--- src/rtl/rzcdr_pkg.sv ---
package rzcdr_pkg;

    // Correction applied to the phase counter on a detected edge.
    typedef enum logic [1:0] {
        CORR_NONE    = 2'd0,
        CORR_RETARD  = 2'd1,
        CORR_ADVANCE = 2'd2
    } corr_e;

endpackage

--- src/rtl/rzcdr_edge_sync.sv ---
module rzcdr_edge_sync #(
    parameter int STAGES = 2
) (
    input  logic clk_i,
    input  logic rst_ni,
    input  logic line_i,
    output logic rise_o
);
    // sh[0..STAGES-1] synchronise, sh[STAGES] holds the previous level
    typedef struct packed {
        logic [STAGES:0] sh;
    } sync_t;

    sync_t sync_d, sync_q;

    always_comb begin
        sync_d    = sync_q;
        sync_d.sh = {sync_q.sh[STAGES-1:0], line_i};
    end

    always_ff @(posedge clk_i) begin
        if (!rst_ni) sync_q <= '0;
        else         sync_q <= sync_d;
    end

    assign rise_o = sync_q.sh[STAGES-1] & ~sync_q.sh[STAGES];

    // a detected rise is never followed by another rise in the next cycle
    assert_rise_isolated_R2: assert property (@(posedge clk_i) disable iff (!rst_ni)
        rise_o |=> !rise_o);

endmodule

--- src/rtl/rzcdr_phase_track.sv ---
module rzcdr_phase_track
    import rzcdr_pkg::*;
#(
    parameter int PH_W = 8
) (
    input  logic            clk_i,
    input  logic            rst_ni,
    input  logic [PH_W-1:0] period_i,
    input  logic            rise_i,
    output logic            strobe_o,
    output logic            bit_o,
    output logic            in_win_o
);
    typedef struct packed {
        logic [PH_W-1:0] ph;
        logic            seen;
        logic            valid;
        logic            data;
    } trk_t;

    trk_t trk_d, trk_q;

    logic [PH_W-1:0] half_len;
    logic [PH_W-1:0] last_ph;
    logic [PH_W-1:0] win_len;
    logic [PH_W-1:0] ring_dist;
    logic [PH_W:0]   step2;
    logic [PH_W:0]   period_x;
    logic            at_mid;
    corr_e           corr;

    always_comb begin
        half_len  = period_i >> 1;
        last_ph   = period_i - 1'b1;
        win_len   = period_i >> 3;
        ring_dist = (trk_q.ph <= half_len) ? trk_q.ph : (period_i - trk_q.ph);
        period_x  = {1'b0, period_i};
        step2     = {1'b0, trk_q.ph} + (PH_W+1)'(2);
        at_mid    = (trk_q.ph == half_len);

        corr = CORR_NONE;
        if (rise_i && (trk_q.ph != '0) && !at_mid) begin
            corr = (trk_q.ph < half_len) ? CORR_RETARD : CORR_ADVANCE;
        end

        trk_d = trk_q;
        case (corr)
            CORR_RETARD:  trk_d.ph = trk_q.ph;
            CORR_ADVANCE: trk_d.ph = (step2 >= period_x) ? PH_W'(step2 - period_x)
                                                         : step2[PH_W-1:0];
            default:      trk_d.ph = (trk_q.ph >= last_ph) ? '0 : trk_q.ph + 1'b1;
        endcase

        trk_d.valid = at_mid;
        if (at_mid) begin
            trk_d.data = trk_q.seen | rise_i;
            trk_d.seen = 1'b0;
        end else begin
            trk_d.seen = trk_q.seen | rise_i;
        end
    end

    always_ff @(posedge clk_i) begin
        if (!rst_ni) trk_q <= '0;
        else         trk_q <= trk_d;
    end

    assign strobe_o = trk_q.valid;
    assign bit_o    = trk_q.data;
    assign in_win_o = (ring_dist <= win_len);

    // the phase never leaves its range
    assert_phase_range_R4: assert property (@(posedge clk_i) disable iff (!rst_ni)
        trk_q.ph < period_i);

    // with no edge, the phase only steps by one or wraps to zero
    assert_free_step_R3: assert property (@(posedge clk_i) disable iff (!rst_ni)
        !rise_i |=> ((trk_q.ph == '0) || (trk_q.ph == $past(trk_q.ph) + 1'b1)));

    // the sample strobe lasts one cycle
    assert_strobe_pulse_R3: assert property (@(posedge clk_i) disable iff (!rst_ni)
        trk_q.valid |=> !trk_q.valid);

endmodule

--- src/rtl/rzcdr_lock_mon.sv ---
module rzcdr_lock_mon #(
    parameter int LOCK_IN  = 8,
    parameter int LOCK_OUT = 4
) (
    input  logic clk_i,
    input  logic rst_ni,
    input  logic edge_i,
    input  logic win_i,
    output logic lock_o
);
    localparam int MAXC = (LOCK_IN > LOCK_OUT) ? LOCK_IN : LOCK_OUT;
    localparam int CW   = $clog2(MAXC + 1);

    typedef struct packed {
        logic [CW-1:0] good;
        logic [CW-1:0] bad;
        logic          lock;
    } lk_t;

    lk_t lk_d, lk_q;

    always_comb begin
        lk_d = lk_q;
        if (edge_i) begin
            if (win_i) begin
                lk_d.bad = '0;
                if (int'(lk_q.good) < LOCK_IN)       lk_d.good = lk_q.good + 1'b1;
                if (int'(lk_q.good) + 1 >= LOCK_IN)  lk_d.lock = 1'b1;
            end else begin
                lk_d.good = '0;
                if (int'(lk_q.bad) < LOCK_OUT)       lk_d.bad = lk_q.bad + 1'b1;
                if (int'(lk_q.bad) + 1 >= LOCK_OUT)  lk_d.lock = 1'b0;
            end
        end
    end

    always_ff @(posedge clk_i) begin
        if (!rst_ni) lk_q <= '0;
        else         lk_q <= lk_d;
    end

    assign lock_o = lk_q.lock;

    // lock is only gained on an in-window edge
    assert_lock_rise_R7: assert property (@(posedge clk_i) disable iff (!rst_ni)
        $rose(lk_q.lock) |-> $past(edge_i && win_i));

    // lock is only lost on an out-of-window edge
    assert_lock_fall_R8: assert property (@(posedge clk_i) disable iff (!rst_ni)
        $fell(lk_q.lock) |-> $past(edge_i && !win_i));

endmodule

--- src/rtl/rz_bit_recovery.sv ---
module rz_bit_recovery #(
    parameter int PH_W     = 8,
    parameter int STAGES   = 2,
    parameter int LOCK_IN  = 8,
    parameter int LOCK_OUT = 4
) (
    input  logic            clk_i,
    input  logic            rst_ni,
    input  logic            line_i,
    input  logic [PH_W-1:0] period_i,
    output logic            data_o,
    output logic            valid_o,
    output logic            lock_o
);
    logic rise;
    logic in_win;

    rzcdr_edge_sync #(.STAGES(STAGES)) u_sync (
        .clk_i  (clk_i),
        .rst_ni (rst_ni),
        .line_i (line_i),
        .rise_o (rise)
    );

    rzcdr_phase_track #(.PH_W(PH_W)) u_track (
        .clk_i    (clk_i),
        .rst_ni   (rst_ni),
        .period_i (period_i),
        .rise_i   (rise),
        .strobe_o (valid_o),
        .bit_o    (data_o),
        .in_win_o (in_win)
    );

    rzcdr_lock_mon #(.LOCK_IN(LOCK_IN), .LOCK_OUT(LOCK_OUT)) u_lock (
        .clk_i  (clk_i),
        .rst_ni (rst_ni),
        .edge_i (rise),
        .win_i  (in_win),
        .lock_o (lock_o)
    );

    // the period setting is even and at least 8 outside reset
    assert_period_legal_R9: assert property (@(posedge clk_i) disable iff (!rst_ni)
        (period_i >= PH_W'(8)) && !period_i[0]);

    // the period setting does not change outside reset
    assert_period_stable_R9: assert property (@(posedge clk_i) disable iff (!rst_ni)
        $stable(period_i));

endmodule

--- config.mk ---
export PLATFORM = sky130hd
export DESIGN_NAME = rz_bit_recovery
export DESIGN_NICKNAME = d
export VERILOG_FILES = /design/src/rtl/rzcdr_pkg.sv /design/src/rtl/rzcdr_edge_sync.sv /design/src/rtl/rzcdr_phase_track.sv /design/src/rtl/rzcdr_lock_mon.sv /design/src/rtl/rz_bit_recovery.sv
export SDC_FILE = /design/constraint.sdc
export NUM_CORES = 1
export LEC_CHECK = 0
export BUFFER_PORTS_ARGS = -buffer_cell sky130_fd_sc_hd__buf_2
export CAP_MARGIN = 40
export CORE_UTILIZATION = 67
export DETAILED_ROUTE_END_ITERATION = 8
export GPL_TIMING_DRIVEN = 0
export HOLD_SLACK_MARGIN = 0.12
export PLACE_DENSITY = 0.95
export SLEW_MARGIN = 20
export SYNTH_ARGS = -nofsm -noshare
export SYNTH_HDL_FRONTEND = slang
export SYNTH_SLANG_ARGS = --single-unit
export TNS_END_PERCENT = 50
--- constraint.sdc ---
create_clock -name clk_i -period 8.85 [get_ports clk_i]
set_input_delay 0.885 -clock clk_i [delete_from_list [all_inputs] [get_ports clk_i]]
set_output_delay 0.885 -clock clk_i [all_outputs]
set_load 0.05 [all_outputs]
==> flow_summary.toml, run 1 <==
[run_status]
run_status = "completed"

[critical_path]
crit_type = "input pin to flip-flop"
cp_common_cell = "o21ai_0"
cp.arrival_ns = 4.42
cp-start-kind = "input pin"
cp_max_fo = 8
path_cells = "buf_2 > inv_1 > ha_1 > a21oi_1 > o21ai_0 > a221oi_2 > nor2_1 > nand2_1 > o21ai_0 > ha_1 > o21ai_0 > a21oi_1 > nor3_1 > nor2_1 > o31ai_1 > nor3_1"
crit_family = "compound AO/OA/AOI/OAI gates"
required_ns = 9.00
cp_num_buf_inv = 2
slowest_stage = "a221oi_2"
crit_path_end_kind = "flip-flop"
cpPeakStageDelay_ns = 0.63

[detailed_routing]
drt_pre_antenna_iters = 5
drtAntennaViolNets = 0
vias_per_cell = 6.381
drc = 0
wl_per_cell_um = 16.42
drt-total-wl_mm = 6.600
drtIter0Drc = 169
dr_total_vias = 2565

[floorplan]
core_um2 = 3771
start_util_pct = 71.47
die_x_um = 65.43
ioPinCount = 14
die-area_um2 = 4280
fp-row-count = 22
die-height_um = 65.43

[yosys]
syn_avg_cell_area_um2 = 7.997
ys_seq_area_share_pct = 17.08
synth.net_count = 393
netlist_area_um2 = 2695
synth_top_flop_cell = "dfxtp_1"
post_synth_num_cell_types = 58
async_flop_share_pct = 0
ys_warn_count = 0
synth_edf_count = 0
syn_inst = 337
ys_seq_elements = 23

[clock_network]
postCtsSetupBuffers = 0
clkSinkCount = 23
path_clk_slew_ns = 0.09
cts_tree = "done"
cts_buffers = 3
clock_latency_ns = 0.27
h-tree-depth = 1
cts-root-buf = "clkbuf_8"
cts_resized = 0
cts.path.max_buffers = 2
cts_hold_buf = 0

[layout]
n_fill_cell = 271
nets = 411
layoutNonFillerInstCount = 402
fin_area_um2 = 2867
diodes = 0
area_delta_synth_final_pct = 6.360
layout-drive-gt1-share_pct = 8.757

[grt]
grt-ovfl-total = 0
antenna_found_initial = 0
grt_use_total_pct = 32.36
grt_pass1_vias = 2373
grt_max_degree = 14
grt_pass1_wl_mm = 10.75

[sta]
tns_ns = 0
fin_crit_ns = 4.273
fin_worst_skew_ns = 0.002330
max_clock_freq_ghz = 0.2340
setup_viol = 0
drv_slew = 0
min_period_over_period_pct = 48.28
final_hold_viol_count = 0
slew_headroom_pct = 55.84
rsz0062_at_grt = "no"
worstMarginPinSlew_ns = 0.6624

[placed_design]
gp_congestion = 0.9312
hpwlAfterDp_mm = 5.181
postPlaceCellArea_um2 = 2820
numPortBuffers = 13
dp.cells = 398

[power_and_ir_drop]
p_leak_nw = 1.252
peakVddDrop_mv = 0.06943
power_density_nw_per_um2 = 102.0

[hold_path]
hp-class = "flip-flop to flip-flop"

[job]
maxCapViolations = 0
[final timing paths]
check / start / to / slack [ns] / cells after the start
worst max register to register: u_track.trk_q[5]$_SDFFE_PN0P_ / u_lock.lk_q[2]$_SDFFE_PN0P_ / 4.90 / 14
worst min-delay path: u_sync.sync_q[0]$_SDFF_PN0_ / u_sync.sync_q[1]$_SDFF_PN0_ / 0.44 / 1
worst max-delay path: period_i[3] / u_lock.lk_q[2]$_SDFFE_PN0P_ / 4.58 / 16
worst min register to register: u_sync.sync_q[0]$_SDFF_PN0_ / u_sync.sync_q[1]$_SDFF_PN0_ / 0.44 / 1
[cell type report]
cell class	count	area (um^2)	share of cell area [%]
multi-input cells	280	2098	73.20
plain buffers	7	35.03	1.222
inverters	27	101.3	3.536
flip-flops and latches	23	460.4	16.06
clock inverters	1	5.005	0.1746
clock buffers	3	41.29	1.440
repair buffers	13	65.06	2.270
well taps	48	60.06	2.095
[layer usage]
layer	wire length [um]	GRT usage, %	vias up
met2	2921	52.06	112
met1	3075	44.61	1171
met5	0	0	-
met4	161	10.33	0
met3	442	3.993	20
li1	-	-	1262
[cell usage in the layout (no fill, tap or decap), types with 6 or more instances in the layout]
master    count
a21o_1        8
a21oi_1      21
a31oi_1       7
and2_1        6
buf_2        14
dfxtp_1      23
ha_1         43
inv_1        26
mux2i_1       6
nand2_1      19
nand2b_1      7
nand3_1      17
nor2_1       28
nor2b_1       8
nor3_1       10
nor4_1        6
o21a_1        6
o21ai_0      12
xnor2_1      18
[stage by stage]
step | setup slack, ns | total power, mW | hold slack (ns) | utilization, %
floorplan | 5.189 | 0.1958 | 0.4119 | -
global placement | 4.506 | 0.2181 | 0.4139 | 74.78
detailed placement | 4.407 | 0.2229 | 0.4228 | 74.78
CTS | 4.690 | 0.2897 | 0.4427 | 76.01
global route | 4.350 | 0.3085 | 0.4674 | 76.01
finish | 4.577 | 0.2925 | 0.4392 | 76.01
[synth_stat cells, types with 3 or more instances]
cell | number | area [um^2]
o21a_1 | 6 | 45.04
and3_1 | 3 | 18.77
a21o_1 | 8 | 60.06
and2_1 | 6 | 37.54
ha_1 | 43 | 538.0
nand2_1 | 19 | 71.32
mux2i_1 | 6 | 60.06
xor2_1 | 4 | 35.03
nand2b_1 | 7 | 43.79
a21oi_1 | 21 | 105.1
nand3_1 | 17 | 85.08
nand3b_1 | 3 | 22.52
nor4_1 | 6 | 37.54
clkbuf_1 | 5 | 18.77
nor3_1 | 10 | 50.05
nand4_1 | 5 | 31.28
o21ai_0 | 12 | 60.06
xnor2_1 | 18 | 157.7
dfxtp_1 | 23 | 460.4
a31oi_1 | 7 | 43.79
inv_1 | 26 | 97.59
nor2_1 | 28 | 105.1
nor2b_1 | 8 | 50.05
[registers in the layout, indices dropped and copies added (netlist names)]
signal,count
u_sync.sync_q,3
u_lock.lock_o,1
u_lock.lk_q,8
u_track.bit_o,1
u_track.strobe_o,1
u_track.trk_q,9
[cells by family after synthesis]
group,after synthesis,synth area share [%]
and+or+nand+nor,121,23.91
AOI/OAI and AO/OA,85,22.70
adders and majority gates,45,21.45
buffers and inverters,34,5.060
DFF,23,17.08
xor gates and xnor gates,22,7.149
muxes,7,2.646
[report_power, final]
group	switching (mW)	internal, mW	leakage (nW)
Combinational	0.0632	0.0464	1.04
Clock	0.0378	0.0316	0.0255
Sequential	0.00680	0.107	0.187
Total	0.108	0.185	1.25
Power figures use the tool's default switching activity.
==> inputs of run 2 (changes only) <==
Settings changed: CORE_UTILIZATION 67 to 56, PLACE_DENSITY 0.95 to 0.87.
Clock period 8.85 ns to 3.45 ns, I/O delays scaled along.
==> run 2 against run 1 <==
Worst hold slack got worse by 0.16 ns. Register-to-register slack worse by 4.7 ns. Critical path type is now flip-flop to flip-flop. Power rose to 2.6 times the previous value. Critical path depth decreased by 4. Design area grew 1.7%.
==> flow_summary.toml, run 2 (synthesis results as in run 1) <==
[detailed_routing]
vias_per_cell = 6.356
drt-total-wl_mm = 7.022
drt_pre_antenna_iters = 5
wl_per_cell_um = 17.25
drtIter0Drc = 305
drc = 0
dr_total_vias = 2587
drtAntennaViolNets = 0

[layout]
layout_common_cells = "43 x ha_1, 26 x inv_1, 26 x nor2_1"
area_delta_synth_final_pct = 8.217
n_fill_cell = 376
multi_input_area_um2 = 2128
post-route-util_pct = 65.18
nets = 412
layout-drive-gt1-share_pct = 11.83
largestRegisters = "u_track.trk_q x9, u_lock.lk_q x8, u_sync.sync_q x3"
final_common_cell = "ha_1"
diodes = 0
layoutNonFillerInstCount = 407
seq_area_um2 = 465.4
largest_reg_flops = 9
regMostFlops = "u_track.trk_q"

[clock_network]
cts_buffers = 3
path_clk_slew_ns = 0.09
cts-root-buf = "clkbuf_8"
h-tree-depth = 1
cts.path.max_buffers = 2
clkSinkCount = 23
clock_latency_ns = 0.27
cts_tree = "done"

[sta]
whs_ns = 0.2748
rsz0062_at_grt = "yes"
max_clock_freq_ghz = 0.3068
worstMarginPinSlew_ns = 0.6230
fin_worst_skew_ns = 0.003077
min_period_over_period_pct = 94.46
fin_crit_ns = 3.259
final_hold_viol_count = 0
slew_headroom_pct = 58.39
setup_viol = 0
drv_slew = 0

[floorplan]
die-area_um2 = 5094
fp-row-count = 24
die_x_um = 71.38
die-height_um = 71.38
ioPinCount = 14
core_um2 = 4474
start_util_pct = 60.23

[placed_design]
numPortBuffers = 13
dp.cells = 402
hpwlAfterDp_mm = 5.299
gp_congestion = 0.9079

[power_and_ir_drop]
power.total_uw = 762.9
p_leak_nw = 1.266
peakVddDrop_mv = 0.1594
power_density_nw_per_um2 = 261.6

[grt]
grt_max_degree = 14
grt_pass1_vias = 2496
grt_use_total_pct = 28.76
grt-ovfl-total = 0
grt_pass1_wl_mm = 11.67
antenna_found_initial = 0

[critical_path]
cp.arrival_ns = 3.43
slowest_stage = "dfxtp_2"
crit_path_end_kind = "flip-flop"
required_ns = 3.62
path_cells = "ha_1 > nand3_1 > nor2_1 > a221oi_4 > nor2_4 > mux2_2 > ha_1 > mux2i_1 > nor2_2 > nand2_1 > and3_1 > a32o_1"
cp-start-kind = "flip-flop"
r2r-start = "u_track.trk_q[9]$_SDFFE_PN0P_"
cp_num_buf_inv = 0
crit_family = "simple AND/OR/NAND/NOR gates"
crit_type = "flip-flop to flip-flop"
cpPeakStageDelay_ns = 0.39
cp_common_cell = "ha_1"
cp_max_fo = 8
worstRegToRegCells = 12
critPathLaunch = "u_track.trk_q[9]$_SDFFE_PN0P_"
path_depth = 12

[job]
maxCapViolations = 0

[run_status]
run_status = "completed"

[hold_path]
hp-class = "input pin to flip-flop"
hold_depth = 2
min-delay-start = "line_i"
-- run 2: changes by cell type in the layout (fill, tap and decap cells not counted), moves of 2 or more --
cell,before,now
dfxtp_2,0,4
nor2_1,28,26
clkbuf_2,0,2
clkbuf_1,5,3
dfxtp_1,23,19
-- run 2: final timing paths --
path                                               endpoint  slack (ns)
worst min register to register  u_sync.sync_q[1]$_SDFF_PN0_        0.45
worst max-delay path            u_lock.lk_q[6]$_SDFFE_PN0P_        0.19
worst max register to register  u_lock.lk_q[6]$_SDFFE_PN0P_        0.19
worst min-delay path            u_sync.sync_q[0]$_SDFF_PN0_        0.27
-- run 2: area by class of cell --
type	instances	area share, %
plain buffers	7	1.287
multi-input cells	280	72.97
inverters	27	3.475
repair buffers	14	2.488
well taps	52	2.231
clock buffers	3	1.416
flip-flops and latches	23	15.96
clock inverters	1	0.1716
-- run 2: stage by stage --
step	area, um^2	TNS [ns]	setup slack (ns)
finish	2917	0	0.1910
global route	2917	-0.08012	-0.04266
CTS	2900	0	0.01324
detailed placement	2825	-2.815	-0.4293
global placement	2825	-2.521	-0.3698
floorplan	2695	0	0.3193
-- run 2: repair_timing --
item	in CTS	in global routing
endpoints found under the setup margin	9	11
hold buffers	0	0
setup buffers	0	1
pin swaps	1	1
gates resized for setup	8	7
-- run 2: metal layers --
metal | track usage [%] | part of all wire, % | vias up
li1 | - | - | 1268
met1 | 36.96 | 43 | 1196
met2 | 50.79 | 48 | 104
met3 | 2.813 | 6.1 | 19
met4 | 8.889 | 2.3 | 0
met5 | 0 | 0 | -
-- run 2: where the power goes --
part / total, mW / switching (mW) / internal (mW) / leakage [nW]
clock: 0.177 / 0.0960 / 0.0810 / 0.0255
sequential: 0.292 / 0.0172 / 0.275 / 0.188
combinational: 0.294 / 0.171 / 0.123 / 1.05
==> inputs of run 3 (changes only) <==
Settings changed: SYNTH_HIERARCHICAL set to 1.
==> run 3 against run 2 <==
Final cell count up 2.7%. Register-to-register slack worse by 0.15 ns. First-iteration DRC count fell by 14%. Fmax decreased by 4.4%. Worst hold slack better by 0.00060 ns. Sequential power is 3% lower. Critical path depth increased by 2. Sequential cell count is the same. Design area rose by 4.7%. Largest cell class unchanged. Highest routed layer unchanged.
==> flow_summary.toml, run 3 <==
[yosys]
ys_top_cells_by_area = "ha_1 20%, dfxtp_1 17%, xnor2_1 4.9%, o21ai_0 3.5%, inv_1 3.5%"
synth.net_count = 396
netlist_area_um2 = 2708
ys_seq_area_share_pct = 17.01
syn_inst = 340
synth_edf_count = 0
syn_avg_cell_area_um2 = 7.964
yosysTopAreaCellShare_pct = 19.87
synth_top_cells_by_count = "43 x ha_1, 25 x inv_1, 24 x nand2_1"
synth_top_flop_cell = "dfxtp_1"
async_flop_share_pct = 0
post_synth_num_cell_types = 63
ys_seq_elements = 23
ys_warn_count = 6
synth.most_common_cell = "ha_1"
synth_top_cell_by_area = "ha_1"

[detailed_routing]
drt-total-wl_mm = 7.019
vias_per_cell = 6.311
drtIter0Drc = 262
drc = 0
wl_per_cell_um = 16.79
drt_pre_antenna_iters = 5
dr_total_vias = 2638
drtAntennaViolNets = 0

[clock_network]
clkSinkCount = 23
cts.path.max_buffers = 2
cts_hold_buf = 0
h-tree-depth = 1
clock_latency_ns = 0.27
cts-root-buf = "clkbuf_8"
cts_buffers = 3
path_clk_slew_ns = 0.08
cts_tree = "done"

[sta]
fin_crit_ns = 3.411
final_hold_viol_count = 0
worstMarginPinSlew_ns = 0.4830
rsz0062_at_grt = "yes"
setup_viol = 0
min_period_over_period_pct = 98.86
fin_worst_skew_ns = 0.003344
whs_ns = 0.2754
slew_headroom_pct = 67.58
finalWorstSetupSlack_ns = 0.03933
drv_slew = 0
tns_ns = 0
max_clock_freq_ghz = 0.2932

[hold_path]
hp-class = "input pin to flip-flop"

[floorplan]
die_x_um = 71.54
fp-row-count = 24
die-area_um2 = 5117
die-height_um = 71.54
start_util_pct = 60.11
core_um2 = 4504
ioPinCount = 14

[placed_design]
numPortBuffers = 13
post-place-ws_ns = -0.6445
gp_congestion = 0.9400
hpwlAfterDp_mm = 5.347

[grt]
grt_max_degree = 14
grt_pass1_wl_mm = 11.11
grt_use_total_pct = 27.57
grt_pass1_vias = 2377
antenna_found_initial = 0
grt-ovfl-total = 0

[layout]
regMostFlops = "u_track/trk_q"
final_common_cell = "ha_1"
n_fill_cell = 357
diodes = 0
multi_input_area_um2 = 2195
layout-drive-gt1-share_pct = 17.76
area_delta_synth_final_pct = 12.75
largest_reg_flops = 9
largestRegisters = "u_track/trk_q x9, u_lock/lk_q x8, u_sync/sync_q x3"
layout_common_cells = "40 x ha_1, 24 x inv_1, 23 x nand2_1"
nets = 423
seq_area_um2 = 470.5

[critical_path]
crit_path_end_kind = "flip-flop"
cp_max_fo = 9
crit_type = "flip-flop to flip-flop"
required_ns = 3.61
cp-start-kind = "flip-flop"
cp.arrival_ns = 3.57

[power_and_ir_drop]
peakVddDrop_mv = 0.1574
p_leak_nw = 1.352
power_density_nw_per_um2 = 241.7

[job]
maxCapViolations = 0

[run_status]
run_status = "completed"
==> run 3: changes by cell type in the layout (fill, tap and decap cells not counted), sizes merged, moves of 4 or more <==
cell and delta:
a211oi +4, o21ai +8, buf +10, a21oi -4, nor2 -9, nand3 -4, nor3 +4, nand2 +5
==> run 3: final timing paths <==
check                           slack, ns  cells past startpoint                          start                           to
worst min register to register       0.44                      1    u_sync/sync_q[0]$_SDFF_PN0_  u_sync/sync_q[1]$_SDFF_PN0_
worst max-delay path                 0.04                     14  u_track/trk_q[7]$_SDFFE_PN0P_  u_lock/lk_q[2]$_SDFFE_PN0P_
worst min-delay path                 0.28                      2                         line_i  u_sync/sync_q[0]$_SDFF_PN0_
worst max register to register       0.04                     14  u_track/trk_q[7]$_SDFFE_PN0P_  u_lock/lk_q[2]$_SDFFE_PN0P_
==> run 3: through the flow <==
stage	total power [mW]	cell area [um^2]	std cells	util [%]
6_report	0.7380	3053	418	67.78
5_1_grt	0.7862	3053	418	67.78
4_1_cts	0.7221	2977	415	66.08
3_5_place_dp	0.5460	2844	405	63.14
3_3_place_gp	0.5352	2844	405	63.14
2_1_floorplan	0.4781	2714	340	-
==> run 3: metal layers <==
| metal | up-vias | track usage, % | part of all wire, % |
|---|---|---|---|
| li1 | 1293 | - | - |
| met1 | 1204 | 36.93 | 44 |
| met2 | 120 | 46.14 | 47 |
| met3 | 21 | 2.532 | 6.5 |
| met4 | 0 | 10.68 | 2.6 |
| met5 | - | 0 | 0 |
==> run 3: repair_timing <==
action / 4_1_cts / 5_1_grt
gates resized for setup: 9 / 19
pin swaps: 3 / 4
hold endpoints to repair: 0 / 0
endpoints found under the setup margin: 9 / 11
setup buffers: 7 / 2
==> run 3: logic make-up after synthesis <==
group,count (synthesis),share of synthesized area (%)
compound gates,87,21.03
xor+xnor,21,6.793
fa+ha+maj,45,21.35
buf+inv,34,5.222
flops,23,17.01
mux,8,3.050
simple gates,122,25.55
==> run 3: critical path, cell delays in order, from the launching register on <==
cell      delay [ns]
dfxtp_1         0.38
clkbuf_2        0.25
inv_1           0.12
ha_1            0.35
and3_1          0.23
a221oi_1        0.35
o21ai_0         0.23
xnor2_1         0.23
mux2_2          0.37
a211oi_2        0.21
buf_4           0.19
nand2b_4        0.14
nor3_1          0.05
a22oi_1         0.14
nor2b_1         0.06
==> run 3: final cells by class <==
type / count / area share, %
Clock buffer: 3 / 1.352
Tap cell: 52 / 2.131
Multi-Input combinational cell: 283 / 71.89
Timing Repair Buffer: 23 / 4.508
Inverter: 26 / 3.197
Clock inverter: 1 / 0.1639
Sequential cell: 23 / 15.41
Buffer: 7 / 1.352
==> run 3: where the power goes <==
group,leakage [nW],switching (mW),internal (mW),total [mW]
Combinational,1.14,0.164,0.126,0.290
Sequential,0.189,0.00898,0.274,0.283
Clock,0.0255,0.0848,0.0807,0.165
